`src/rtl/xfer_chain.sv`:
```
module xfer_chain #(
  parameter int AW   = 24,
  parameter int DW   = 8,
  parameter int ND   = 4,
  parameter int CW   = 16,
  parameter int PAGE = 'hFFFF,
  localparam int IW  = $clog2(ND),
  localparam int AB  = AW / 8,
  localparam int PW  = AW - 8
) (
  input  logic          clk,
  input  logic          rst_n,
  input  logic          trig,
  output logic          busy,
  output logic          irq,
  input  logic          cfg_we,
  input  logic [IW-1:0] cfg_idx,
  input  logic [2:0]    cfg_fld,
  input  logic [AW-1:0] cfg_wdata,
  output logic          mem_req,
  output logic          mem_we,
  output logic [AW-1:0] mem_addr,
  output logic [DW-1:0] mem_wdata,
  input  logic [DW-1:0] mem_rdata,
  input  logic          mem_ready
);
  typedef enum logic [1:0] {IDLE, RD, WR, WB} st_t;
  st_t st;

  logic [AW-1:0] s_a [ND];
  logic [AW-1:0] d_a [ND];
  logic [AW-1:0] r_a [ND];
  logic [CW-1:0] c_n [ND];
  logic [CW-1:0] r_n [ND];
  logic [6:0]    md  [ND];

  logic [IW-1:0] cur;
  logic [DW-1:0] dbuf;
  logic          pend;

  logic [6:0]    m;
  logic [CW-1:0] cnt;
  logic          last, win, chain;
  logic [IW-1:0] wi;
  logic [3:0]    wsel;

  assign m     = md[cur];
  assign cnt   = c_n[cur];
  assign last  = cnt == CW'(1);
  assign wsel  = d_a[cur][7:4];
  assign wi    = wsel[IW-1:0];
  assign win   = (d_a[cur][AW-1:8] == PW'(PAGE)) && (wsel < 4'(ND));
  assign chain = m[4] && (!m[5] || last) && (cur != IW'(ND - 1));

  assign busy      = st != IDLE;
  assign mem_req   = (st == RD) || (st == WR && !win);
  assign mem_we    = st == WR;
  assign mem_addr  = (st == RD) ? s_a[cur] : d_a[cur];
  assign mem_wdata = dbuf;
  assign irq       = (st == WB) && !m[2] && (m[6] || last);

  always_ff @(posedge clk) begin
    if (!rst_n) begin
      st   <= IDLE;
      cur  <= '0;
      dbuf <= '0;
      pend <= 1'b0;
      for (int i = 0; i < ND; i++) begin
        s_a[i] <= '0; d_a[i] <= '0; r_a[i] <= '0;
        c_n[i] <= '0; r_n[i] <= '0; md[i]  <= '0;
      end
    end else begin
      if (busy && trig) pend <= 1'b1;
      case (st)
        IDLE: begin
          if (cfg_we) begin
            case (cfg_fld)
              3'd0: s_a[cfg_idx] <= cfg_wdata;
              3'd1: d_a[cfg_idx] <= cfg_wdata;
              3'd2: c_n[cfg_idx] <= cfg_wdata[CW-1:0];
              3'd3: md[cfg_idx]  <= cfg_wdata[6:0];
              3'd4: r_a[cfg_idx] <= cfg_wdata;
              3'd5: r_n[cfg_idx] <= cfg_wdata[CW-1:0];
              default: ;
            endcase
          end
          if (trig || pend) begin
            st   <= RD;
            cur  <= '0;
            pend <= 1'b0;
          end
        end
        RD: if (mem_ready) begin
          dbuf <= mem_rdata;
          st   <= WR;
        end
        WR: begin
          if (win) begin
            for (int b = 0; b < AB; b++) begin
              if (d_a[cur][3:0] == 4'(b))     s_a[wi][8*b +: 8] <= dbuf[7:0];
              if (d_a[cur][3:0] == 4'(4 + b)) d_a[wi][8*b +: 8] <= dbuf[7:0];
            end
            for (int b = 0; b < CW / 8; b++)
              if (d_a[cur][3:0] == 4'(8 + b)) c_n[wi][8*b +: 8] <= dbuf[7:0];
            st <= WB;
          end else if (mem_ready) begin
            st <= WB;
          end
        end
        WB: begin
          if (m[2] && last) c_n[cur] <= r_n[cur];
          else              c_n[cur] <= cnt - CW'(1);
          if (m[2] && m[3] && last) s_a[cur] <= r_a[cur];
          else if (m[0])            s_a[cur] <= s_a[cur] + AW'(1);
          if (m[2] && !m[3] && last) d_a[cur] <= r_a[cur];
          else if (m[1])             d_a[cur] <= d_a[cur] + AW'(1);
          if (chain) begin
            cur <= cur + 1'b1;
            st  <= RD;
          end else begin
            st <= IDLE;
          end
        end
        default: st <= IDLE;
      endcase
    end
  end
endmodule

```
`config.mk`:
```
export PLATFORM = sky130hd
export DESIGN_NAME = xfer_chain
export DESIGN_NICKNAME = d
export VERILOG_FILES = /design/src/rtl/xfer_chain.sv
export SDC_FILE = /design/constraint.sdc
export NUM_CORES = 1
export LEC_CHECK = 0
export BUFFER_PORTS_ARGS = -buffer_cell sky130_fd_sc_hd__buf_2
export CAP_MARGIN = 20
export CELL_PAD_IN_SITES_DETAIL_PLACEMENT = 0
export CELL_PAD_IN_SITES_GLOBAL_PLACEMENT = 1
export CORE_ASPECT_RATIO = 0.9
export CORE_MARGIN = 2
export CORE_UTILIZATION = 45
export DETAILED_ROUTE_END_ITERATION = 10
export GPL_ROUTABILITY_DRIVEN = 0
export PLACE_DENSITY_LB_ADDON = 0.1
export SLEW_MARGIN = 20
export SYNTH_ARGS = -nofsm -noshare
export SYNTH_HDL_FRONTEND = slang
export SYNTH_SLANG_ARGS = --single-unit
```
`constraint.sdc`:
```
create_clock -name clk -period 3.9 [get_ports clk]
set_clock_uncertainty 0.2 [all_clocks]
set_input_delay 0.585 -clock clk [delete_from_list [all_inputs] [get_ports clk]]
set_output_delay 0.585 -clock clk [all_outputs]
set_load 0.05 [all_outputs]
```
==> metrics.txt <==
status complete, but fails checks; violated checks setup timing; post-route ant nets 0; core area 0.0529 sq mm; CTS sink cnt 459; cell count after synthesis 1915; register area 0.0136 sq mm; layout cells sized above 1 30.7%; worst vdd ir 0.000312 V; fin crit period 4.08 ns; Max transition margin 43.2%; routed vias/inst 6.05; hold buffers post-CTS 0; Final Max Slew Viols 0; Final WS setup -0.181 ns; WL/cell 27.4 um; CP Data Arrival Time 3.30 ns; Clk pwr share 34.7%; CTS Root Cell clkbuf_16; leading cell types by total area after synthesis edfxtp_1 (56%), mux4_2 (8.3%), and3_1 (4.0%); initial DRC count 2074; worst min path class in2reg; Multi-input gate area 0.00963 sq mm; io pins 78; Seq/Total Area, Yosys 56.9%; H-tree lvl count 2; Pwr Density 439 mW/mm^2; FF+latch count, synth 459; sw frac 29.5%; Area Growth Syn to Fin 20.9%; die area 0.0551 sq mm; Cells after DPL 2772; CTS tree done; synth cell count leaders edfxtp_1 (444), nor2_1 (243), and3_1 (155); vias in the first global route 16754; Final nets 2233; clk slew on worst S/H paths 0.07 ns; Async SR Flop Fraction 0%; Initial Utilization 45.3%; largest net degree at the start of global routing 66; Syn. warnings 0; die height 223 um; Main synth FF type edfxtp_1; Hold Fails Final Rpt 0; Worst-Skew Late Latency 0.62 ns; Post-Syn Area 0.0240 sq mm; Pwr Total 12.7 mW; Max-Cap Viols 0; GR Overflow Total 0; DRT Wirelength 80.0 mm; Avg Inst Size Synth 12.5 sq um; row count 80; CP Max Fanout 8; DRC viols 0; worst-margin pin slew 0.845 ns; count leader, synth edfxtp_1; leakage power 11.1 nW; DP Wirelength 55.5 mm; clock buffer depth 3; FMAX 0.245 GHz; dpl ws -0.0648 ns; Yosys top cell area share 55.6%; Tot GR Track Use 28.9%; CTS buffer count 49; global-route wire length before repair 114 mm; fin cells 2916; final setup vio count 1; cell taking the most area after synthesis edfxtp_1; Post-Syn Nets 1969; RSZ-0062 raised after global routing yes; TritonRoute pass-1 iters 6; Yosys cell types 77; switching pwr 3.75 mW; fillcell total 4554; Internal 8.98 mW; combinational fraction of design power 19.4%; I/O Buffers 77; Post-synth EDFFs 444; fraction of power consumed by sequential logic 45.9%; crit share post-route 105%; Critical Path End Type primary output; vias 17646; final core occ 54.8%; setup TNS -0.181 ns; Setup crit start kind flop; die width 247 um; Crit Path Class reg2out; initial antenna violation count 2; critical path required time 3.12 ns
cell usage in the layout, fill, tap and decap left out, types with 16 or more instances in the layout:
cell type	n
inv_1	84
clkbuf_16	50
o21ai_1	16
o21ai_0	33
nor2_1	237
buf_4	214
and2_1	53
and3_1	152
nor4_1	16
nand3_1	44
nor3_1	30
xor2_1	24
buf_12	34
a21oi_1	30
xnor2_1	27
buf_2	75
nand2_1	146
mux2_2	24
nand4_1	18
mux4_2	107
edfxtp_1	444
cell families (layout without fill, tap and decap cells):
| logic type | Yosys count | in the layout | synth area share, % |
|---|---|---|---|
| buffers and inverters | 227 | 530 | 4.27 |
| multiplexers | 147 | 147 | 12.4 |
| adder cells (fa/ha/maj) | 12 | 12 | 0.627 |
| AO/OA/AOI/OAI | 214 | 214 | 6.92 |
| flip-flops | 459 | 459 | 56.9 |
| AND/OR/NAND/NOR | 804 | 804 | 17.0 |
| other | 0 | 1 | 0 |
| XOR/XNOR | 52 | 52 | 1.90 |
sequential cells by signal, indices dropped and copies added, names as in the netlist, named ones only:
name	cells
s_a	96
d_a	96
mem_wdata	8
r_n	64
pend	1
md	28
r_a	96
cur	2
c_n	64
st	2
path summary, 6_finish.rpt:
kind,from,to,slack [ns],depth (start not counted)
setup / recovery,flop,irq,-0.18,9
hold / removal,mem_rdata[3],mem_wdata[3],0.04,3
setup reg to reg,flop,d_a[3][16],0.01,12
hold reg to reg,pend,pend,0.32,2
final cells by class:
cell class | instances | area share (%)
timing repair buffer | 343 | 10.2
clock buffer | 61 | 4.39
sequential | 459 | 47.1
antenna | 1 | 0.00864
tap | 697 | 3.01
multi-input combinational | 1229 | 33.2
clock inverter | 29 | 0.760
inverter | 97 | 1.27
layer usage:
metal	track usage, %	vias up	wire length (um)
met5	0	-	0
met4	8.71	0	2310
met3	4.56	131	7120
met2	42.3	887	35700
met1	44.3	8933	34900
li1	-	7695	-
metrics by stage:
step | hold WS, ns | area [sq um]
floorplan | 0.274 | 24000
global placement | 0.297 | 26600
detailed placement | 0.318 | 26600
CTS | 0.00743 | 28400
global route | 0.0412 | 29000
finish | 0.0421 | 29000
power by group through the flow:
stage               combinational [mW]  clock [mW]  sequential [mW]
finish                            2.46        4.42             5.85
global route                      2.58        4.66             5.87
CTS                               2.36        4.49             5.84
detailed placement                2.26           0             5.94
global placement                  2.25           0             5.93
floorplan                         1.38           0             5.91
timing repair:
item	in CTS	in global routing
resized for setup	48	82
buffers inserted	20	30
pin swaps	10	23
endpoints found under the hold margin	0	0
cloned	2	1
setup endpoints to repair	173	384
worst max-delay path, stage by stage, from the launching register on:
cell     delay (ns)
dfxtp_4        0.40
buf_12         0.15
buf_6          0.10
mux4_2         0.55
or4_4          0.54
or3_4          0.40
nor2_2         0.09
nor2_1         0.05
nor3_2         0.20
buf_6          0.20
(Power assumes the default switching activity.)
